File: src/rtl/stat_bank_pkg.sv
package stat_bank_pkg;
  localparam int NUM_CNT = 32;

  localparam int IX_TX_GOOD   = 0;
  localparam int IX_TX_OCT    = 1;
  localparam int IX_TX_UNI    = 2;
  localparam int IX_TX_MULTI  = 3;
  localparam int IX_TX_BCAST  = 4;
  localparam int IX_TX_ERR    = 5;
  localparam int IX_TX_PAUSE  = 6;
  localparam int IX_TX_VLAN   = 7;
  localparam int IX_RX_GOOD   = 8;
  localparam int IX_RX_OCT    = 9;
  localparam int IX_RX_UNI    = 10;
  localparam int IX_RX_MULTI  = 11;
  localparam int IX_RX_BCAST  = 12;
  localparam int IX_RX_ERR    = 13;
  localparam int IX_RX_CRC    = 14;
  localparam int IX_RX_ALIGN  = 15;
  localparam int IX_RX_LONG   = 16;
  localparam int IX_RX_LENERR = 17;
  localparam int IX_RX_PAUSE  = 18;
  localparam int IX_RX_VLAN   = 19;
  localparam int IX_RX_DROP   = 20;
  localparam int IX_RX_UNDER  = 21;
  localparam int IX_RX_OVER   = 22;
  localparam int IX_RX_JABBER = 23;
  localparam int IX_RX_FRAG   = 24;
  localparam int IX_BIN_FIRST = 25;
  localparam int NUM_BINS     = 7;

  localparam int MIN_FRAME = 64;

  typedef enum logic [1:0] {
    CLS_UNI   = 2'd0,
    CLS_MULTI = 2'd1,
    CLS_BCAST = 2'd2,
    CLS_NONE  = 2'd3
  } addr_class_e;
endpackage

File: src/rtl/stat_event_decode.sv
module stat_event_decode
  import stat_bank_pkg::*;
#(
  parameter int LEN_W   = 14,
  parameter int MAX_LEN = 1536
) (
  input  logic                              tx_valid,
  input  logic [LEN_W-1:0]                  tx_len,
  input  logic                              tx_err,
  input  logic [1:0]                        tx_class,
  input  logic                              tx_pause,
  input  logic                              tx_vlan,
  input  logic                              rx_valid,
  input  logic [LEN_W-1:0]                  rx_len,
  input  logic                              rx_crc_err,
  input  logic                              rx_align_err,
  input  logic                              rx_len_err,
  input  logic                              rx_drop,
  input  logic [1:0]                        rx_class,
  input  logic                              rx_pause,
  input  logic                              rx_vlan,
  output logic [NUM_CNT-1:0][LEN_W-1:0]     step
);
  localparam logic [LEN_W-1:0] ONE   = LEN_W'(1);
  localparam logic [LEN_W-1:0] MAXL  = LEN_W'(MAX_LEN);
  localparam logic [LEN_W-1:0] MINL  = LEN_W'(MIN_FRAME);

  // inclusive upper edge of each size bin
  function automatic logic [LEN_W-1:0] bin_top(input int b);
    case (b)
      0:       return LEN_W'(64);
      1:       return LEN_W'(127);
      2:       return LEN_W'(255);
      3:       return LEN_W'(511);
      4:       return LEN_W'(1023);
      5:       return LEN_W'(1518);
      default: return MAXL;
    endcase
  endfunction

  logic rx_short, rx_long, rx_bad;
  logic [NUM_BINS-1:0] bin_hit;

  assign rx_short = rx_len < MINL;
  assign rx_long  = rx_len > MAXL;
  assign rx_bad   = rx_crc_err | rx_align_err | rx_len_err | rx_short | rx_long;

  // one-hot bin select: first bin whose top edge covers the length
  genvar gb;
  generate
    for (gb = 0; gb < NUM_BINS; gb++) begin : g_bin
      if (gb == 0) begin : g_first
        assign bin_hit[gb] = !rx_short && (rx_len <= bin_top(gb));
      end else begin : g_rest
        assign bin_hit[gb] = (rx_len > bin_top(gb-1)) && (rx_len <= bin_top(gb));
      end
    end
  endgenerate

  always_comb begin
    step = '0;
    if (tx_valid) begin
      step[IX_TX_OCT] = tx_len;
      if (tx_err) begin
        step[IX_TX_ERR] = ONE;
      end else begin
        step[IX_TX_GOOD] = ONE;
        case (addr_class_e'(tx_class))
          CLS_UNI:   step[IX_TX_UNI]   = ONE;
          CLS_MULTI: step[IX_TX_MULTI] = ONE;
          CLS_BCAST: step[IX_TX_BCAST] = ONE;
          default:   ;
        endcase
        if (tx_pause) step[IX_TX_PAUSE] = ONE;
        if (tx_vlan)  step[IX_TX_VLAN]  = ONE;
      end
    end
    if (rx_valid) begin
      step[IX_RX_OCT] = rx_len;
      if (rx_crc_err)   step[IX_RX_CRC]    = ONE;
      if (rx_align_err) step[IX_RX_ALIGN]  = ONE;
      if (rx_len_err)   step[IX_RX_LENERR] = ONE;
      if (rx_drop)      step[IX_RX_DROP]   = ONE;
      if (rx_short) begin
        if (rx_crc_err) step[IX_RX_FRAG]  = ONE;
        else            step[IX_RX_UNDER] = ONE;
      end
      if (rx_long) begin
        step[IX_RX_LONG] = ONE;
        if (rx_crc_err) step[IX_RX_JABBER] = ONE;
        else            step[IX_RX_OVER]   = ONE;
      end
      if (rx_bad) begin
        step[IX_RX_ERR] = ONE;
      end else if (!rx_drop) begin
        step[IX_RX_GOOD] = ONE;
        case (addr_class_e'(rx_class))
          CLS_UNI:   step[IX_RX_UNI]   = ONE;
          CLS_MULTI: step[IX_RX_MULTI] = ONE;
          CLS_BCAST: step[IX_RX_BCAST] = ONE;
          default:   ;
        endcase
        if (rx_pause) step[IX_RX_PAUSE] = ONE;
        if (rx_vlan)  step[IX_RX_VLAN]  = ONE;
      end
      for (int b = 0; b < NUM_BINS; b++) begin
        if (bin_hit[b]) step[IX_BIN_FIRST + b] = ONE;
      end
    end
  end
endmodule

File: src/rtl/stat_counter.sv
module stat_counter #(
  parameter int CNT_W  = 64,
  parameter int STEP_W = 14
) (
  input  logic              clk,
  input  logic              rst_n,
  input  logic              clr,
  input  logic [STEP_W-1:0] step,
  output logic [CNT_W-1:0]  q
);
  // clear wins over any step; sum wraps modulo 2^CNT_W
  always_ff @(posedge clk or negedge rst_n) begin
    if (!rst_n)   q <= '0;
    else if (clr) q <= '0;
    else          q <= q + CNT_W'(step);
  end
endmodule

File: src/rtl/stat_readout.sv
module stat_readout #(
  parameter int NCNT   = 32,
  parameter int WORD_W = 32,
  parameter int ADDR_W = 6
) (
  input  logic                             clk,
  input  logic                             rst_n,
  input  logic                             clr,
  input  logic                             rd_en,
  input  logic [ADDR_W-1:0]                rd_addr,
  input  logic [NCNT-1:0][2*WORD_W-1:0]    cnt,
  output logic                             rd_valid,
  output logic [WORD_W-1:0]                rd_data
);
  localparam int CNT_W = 2 * WORD_W;

  logic [CNT_W-1:0]  sel;
  logic [WORD_W-1:0] shadow_q;
  logic              want_lower;

  assign sel        = cnt[rd_addr[ADDR_W-1:1]];
  assign want_lower = rd_addr[0];

  always_ff @(posedge clk or negedge rst_n) begin
    if (!rst_n) begin
      rd_valid <= 1'b0;
      rd_data  <= '0;
      shadow_q <= '0;
    end else begin
      rd_valid <= rd_en;
      if (rd_en) begin
        if (want_lower) begin
          rd_data <= shadow_q;
        end else begin
          rd_data  <= sel[CNT_W-1:WORD_W];
          shadow_q <= sel[WORD_W-1:0];
        end
      end
      if (clr) shadow_q <= '0;
    end
  end
endmodule

File: src/rtl/stat_counter_bank.sv
module stat_counter_bank
  import stat_bank_pkg::*;
#(
  parameter int WORD_W  = 32,
  parameter int LEN_W   = 14,
  parameter int MAX_LEN = 1536
) (
  input  logic                          clk,
  input  logic                          rst_n,
  input  logic                          stat_clr,
  input  logic                          tx_valid,
  input  logic [LEN_W-1:0]              tx_len,
  input  logic                          tx_err,
  input  logic [1:0]                    tx_class,
  input  logic                          tx_pause,
  input  logic                          tx_vlan,
  input  logic                          rx_valid,
  input  logic [LEN_W-1:0]              rx_len,
  input  logic                          rx_crc_err,
  input  logic                          rx_align_err,
  input  logic                          rx_len_err,
  input  logic                          rx_drop,
  input  logic [1:0]                    rx_class,
  input  logic                          rx_pause,
  input  logic                          rx_vlan,
  input  logic                          rd_en,
  input  logic [$clog2(NUM_CNT):0]      rd_addr,
  output logic                          rd_valid,
  output logic [WORD_W-1:0]             rd_data
);
  localparam int CNT_W  = 2 * WORD_W;
  localparam int ADDR_W = $clog2(NUM_CNT) + 1;

  logic [NUM_CNT-1:0][LEN_W-1:0] step;
  logic [NUM_CNT-1:0][CNT_W-1:0] cnt_q;

  stat_event_decode #(.LEN_W(LEN_W), .MAX_LEN(MAX_LEN)) u_decode (
    .tx_valid(tx_valid), .tx_len(tx_len), .tx_err(tx_err), .tx_class(tx_class),
    .tx_pause(tx_pause), .tx_vlan(tx_vlan),
    .rx_valid(rx_valid), .rx_len(rx_len), .rx_crc_err(rx_crc_err),
    .rx_align_err(rx_align_err), .rx_len_err(rx_len_err), .rx_drop(rx_drop),
    .rx_class(rx_class), .rx_pause(rx_pause), .rx_vlan(rx_vlan),
    .step(step)
  );

  genvar gi;
  generate
    for (gi = 0; gi < NUM_CNT; gi++) begin : g_cnt
      stat_counter #(.CNT_W(CNT_W), .STEP_W(LEN_W)) u_cnt (
        .clk(clk), .rst_n(rst_n), .clr(stat_clr), .step(step[gi]), .q(cnt_q[gi])
      );
    end
  endgenerate

  stat_readout #(.NCNT(NUM_CNT), .WORD_W(WORD_W), .ADDR_W(ADDR_W)) u_read (
    .clk(clk), .rst_n(rst_n), .clr(stat_clr), .rd_en(rd_en), .rd_addr(rd_addr),
    .cnt(cnt_q), .rd_valid(rd_valid), .rd_data(rd_data)
  );
endmodule

File: config.mk
export PLATFORM = sky130hd
export DESIGN_NAME = stat_counter_bank
export DESIGN_NICKNAME = d
export VERILOG_FILES = /design/src/rtl/stat_bank_pkg.sv /design/src/rtl/stat_event_decode.sv /design/src/rtl/stat_counter.sv /design/src/rtl/stat_readout.sv /design/src/rtl/stat_counter_bank.sv
export SDC_FILE = /design/constraint.sdc
export NUM_CORES = 2
export LEC_CHECK = 0
export BUFFER_PORTS_ARGS = -buffer_cell sky130_fd_sc_hd__buf_2
export CORE_MARGIN = 2
export CORE_UTILIZATION = 35
export DETAILED_ROUTE_END_ITERATION = 8
export PLACE_DENSITY = 0.6
export REMOVE_ABC_BUFFERS = 1
export SLEW_MARGIN = 20
export SYNTH_ARGS = -nofsm -noshare
export SYNTH_HDL_FRONTEND = slang
export SYNTH_SLANG_ARGS = --single-unit
File: constraint.sdc
create_clock -name clk -period 2.5 [get_ports clk]
set_input_delay 0.125 -clock clk [delete_from_list [all_inputs] [get_ports clk]]
set_output_delay 0.125 -clock clk [all_outputs]
set_load 0.01 [all_outputs]
==> reports/qor.log <==
[logic_synthesis] top cell type by total area after synthesis dfrtp_1
[grt] total grt overflow 0
[placement] GP Congestion 0.967
[cells_and_area] fin cells 18700
[grt] initial antenna violation count 24
[grt] global-route met2 utilization 0.371
[logic_synthesis] top post-synthesis cells by count dfrtp_1, nor2_1, xor2_1
[timing] final period demand of the worst path 2.88 ns
[grt] met1 global-route usage 0.333
[pwr] combinational power share 0.071
[cells_and_area] FILL cells 32500
[logic_synthesis] Synth cell types 79
[cells_and_area] share of final-layout standard cells stronger than drive strength 1 0.226
[critical_path] reg2reg start g_cnt[24].u_cnt.q[0]
[timing] relative max-transition margin 0.214
[route] count of nets left with antenna violations after detail routing 0
[logic_synthesis] number of instances in the synthesized netlist 12500
[floorplan] number of standard-cell rows in the floorplan 215
[placement] Detailed Place HPWL 326000 um
[pwr] Overall Power 75.3 mW
[critical_path] critical path cell sequence buf_8, nor4_4, a31oi_2, nor2b_4, nand3_4, nor3_2, buf_4, buf_4, buf_6, and3b_2, ha_4, nand4_1, buf_4, nor4_4, buf_4, nand2_8, or4_4, or3_1, a21oi_1
[placement] number of buffers added on ports 85
[placement] setup slack at placement -2.09 ns
[floorplan] vertical die dimension 591 um
[hold_path] Hold WC Path Type input port to flop
[critical_path] cell type with the highest occurrence count on the critical path buf_4
[timing] f_max 0.347 GHz
[logic_synthesis] FFs w/ async S/R, synth 1.00
[critical_path] internal reg-to-reg setup slack -0.36 ns
[timing] unrepaired setup endpoints after global routing true
[critical_path] required arrival time at the worst endpoint 3.31 ns
[logic_synthesis] Mapped Avg Cell Area 9.65 um2
[timing] post-route clock period utilization 1.15
[floorplan] initial core utilization 0.352
[logic_synthesis] top cells by area in the synthesized netlist dfrtp_1, mux4_2, xor2_1
[cells_and_area] Final nets 14100
[floorplan] number of primary I/O pins 86
[critical_path] length in cells of the worst reg-to-reg path 8
[grt] Most Used Layer, Global Route met2
[critical_path] Slowest Stage Delay on Critical Path 0.48 ns
[grt] number of global-route vias before repair 99700
[timing] setup violation total in the final timing report 166
[critical_path] Setup crit end kind flop
[status] violations in the final reports negative setup slack
[grt] global-route wire length before repair 641000 um
[logic_synthesis] top cell type's share of synthesized area 0.438
[route] Pre-Repair DR Iteration Count 6
[logic_synthesis] Syn. warnings 0
[critical_path] end of the critical path g_cnt[12].u_cnt.q[63]
[grt] GRT Overall Usage 0.242
[placement] cell count after placement 18100
[pwr] Sw Share 0.246
[floorplan] area of the core 343000 um2
[grt] met3 global-route usage 0.0456
[logic_synthesis] most numerous cell in the Yosys netlist dfrtp_1
[timing] final worst clock skew 0.0432 ns
[logic_synthesis] Synth Register Bits 2113
[route] number of vias per cell 5.62
[pwr] Worst VDD drop 493 uV
[pwr] power density over the cells 498 nW/um2
[timing] count of final hold-check violations 0
[cells_and_area] synthesis-to-layout area growth 25.4%
[floorplan] floorplan die area 349000 um2
[critical_path] crit path max-delay cell type or4_4
[timing] smallest setup slack after layout -0.379 ns
[pwr] leakage power total 62.7 nW
[clock_tree] Max Root-Sink Buffers 4
[pwr] switching pwr 18.5 mW
[critical_path] Reg2Reg Capture Point g_cnt[24].u_cnt.q[54]
[route] 1st-iter DRT viols 10700
[clock_tree] CTS tree built
[route] sum of routed wire length over all layers 434000 um
[logic_synthesis] Post-Synthesis Cell Area 121000 um2
[timing] Worst Max-Slew Pin Slew 1.15 ns
[pwr] clock group share of total power 0.468
[logic_synthesis] sequential area share after synthesis 0.438
[clock_tree] clock insertion delay at the later pin of the skew report 0.92 ns
[clock_tree] Clock transition at path regs 0.06 ns
[timing] count of pins over their slew limit 0
[clock_tree] CTS sink count 2113
[flow_run] Max-Cap Viols 0
[route] detailed-route wire length per cell 23.2 um
[critical_path] timing startpoint of the critical path rx_len[5]
[clock_tree] root buffer cell clkbuf_16
[critical_path] Setup CP Type input port to flop
[logic_synthesis] flip-flop cell with the highest count after synthesis dfrtp_1
[clock_tree] CTS HTree Levels 4
[pwr] Reg power frac 0.461
[floorplan] overall die width 591 um
[critical_path] CP arrival 3.69 ns
[route] routed via count 105000
[grt] pin count of the biggest net entering global routing 135
[route] number of DRC violations after detailed routing 0
[clock_tree] total CTS buffers 231
[logic_synthesis] number of enable-type register cells in the synthesized netlist 0
[status] run status finished, violations left
[pwr] total internal power 56.7 mW
[critical_path] startpoint type of the worst setup path input port
[critical_path] biggest fanout along the worst timing path 4
==> cell type report <==
cell class                      count  area [um2]  area share
Multi-Input combinational cell   9473       67900       0.449
Sequential cell                  2113       52900       0.350
Timing Repair Buffer             1860       16200       0.107
Clock buffer                      330        6630      0.0439
Tap cell                         4557        5700      0.0377
Inverter                          271        1020     0.00676
Clock inverter                     62         855     0.00565
Antenna cell                        8        20.0    0.000132
==> sequential cells by signal, indices dropped and copies added (netlist names) <==
name,count
u_read.shadow_q,32
u_read.rd_valid,1
g_cnt.u_cnt.q,2048
u_read.rd_data,32
==> per-stage QoR <==
stage | utilization | hold WS, ns | setup TNS, ns | area, um2
3_5_place_dp | 0.403 | 0.0853 | -1053.38 | 138000
3_3_place_gp | 0.403 | 0.0773 | -1024.80 | 138000
5_1_grt | 0.441 | 0.0750 | -42.51 | 151000
4_1_cts | 0.431 | 0.00277 | -17.02 | 148000
6_report | 0.441 | 0.0120 | -21.98 | 151000
2_1_floorplan | - | -0.171 | -366.79 | 118000
==> cells in the final DEF (no fill, tap or decap), types with 287 or more instances in the layout <==
master and n:
nand3_1 710, buf_4 1489, and3_1 287, nor3_1 326
xnor2_1 830, mux4_2 446, dfrtp_1 2113, nand2_1 805
nor2_1 1968, o21ai_0 345, nand4_1 545, a21oi_1 318
xor2_1 851
==> timing repair <==
item                                   4_1_cts  5_1_grt
endpoints found under the hold margin     3010        1
buffers inserted                            34       68
setup endpoints to repair                  514      662
pin swaps                                  110      220
gates resized for setup                    252      531
cloned                                       5       15
hold buffers                                54        1
==> worst min path at each step <==
stage	start	end	slack [ns]	cells after the start
2_1_floorplan	rst_n	g_cnt[0].u_cnt.q[0]	-0.17	0
3_3_place_gp	rst_n	g_cnt[6].u_cnt.q[58]	0.08	1
3_5_place_dp	rst_n	g_cnt[6].u_cnt.q[58]	0.09	1
4_1_cts	rx_len[4]	g_cnt[9].u_cnt.q[5]	0.003	7
5_1_grt	rd_addr[4]	u_read.rd_data[22]	0.07	4
6_report	rx_crc_err	g_cnt[14].u_cnt.q[0]	0.01	7
==> metal layers <==
metal  part of all wire  vias to the layer above
met2               0.45                     3806
met4              0.053                       10
li1                   -                    47300
met3              0.082                      829
met1               0.42                    52900
met5            0.00015                        -
==> cell families (layout without fill, tap and decap cells) <==
| group | Yosys count | after routing | share of synthesized area |
|---|---|---|---|
| AND/OR/NAND/NOR | 5968 | 5971 | 0.247 |
| flip-flops | 2113 | 2113 | 0.438 |
| XOR/XNOR | 1694 | 1694 | 0.123 |
| AO/OA/AOI/OAI | 1060 | 1060 | 0.0520 |
| buffers and inverters | 920 | 2523 | 0.0292 |
| multiplexers | 658 | 658 | 0.101 |
| adder cells (fa/ha/maj) | 90 | 90 | 0.00946 |
| other | 0 | 8 | 0 |
==> worst max-delay path, delay by kind of cell <==
kind	cells	cell delay [ns]
simple gates	10	2.22
buf+inv	6	0.85
compound gates	2	0.32
fa+ha+maj	1	0.16
==> power groups by stage <==
stage | sequential (mW) | clock, mW | combinational [mW]
floorplan | 35.1 | 0 | 1.28
detailed placement | 35.3 | 0 | 4.97
global placement | 35.3 | 0 | 4.95
global route | 34.7 | 37.1 | 5.76
CTS | 34.6 | 35.7 | 5.18
finish | 34.7 | 35.2 | 5.35
No activity file was read; power rests on OpenSTA's default activity.
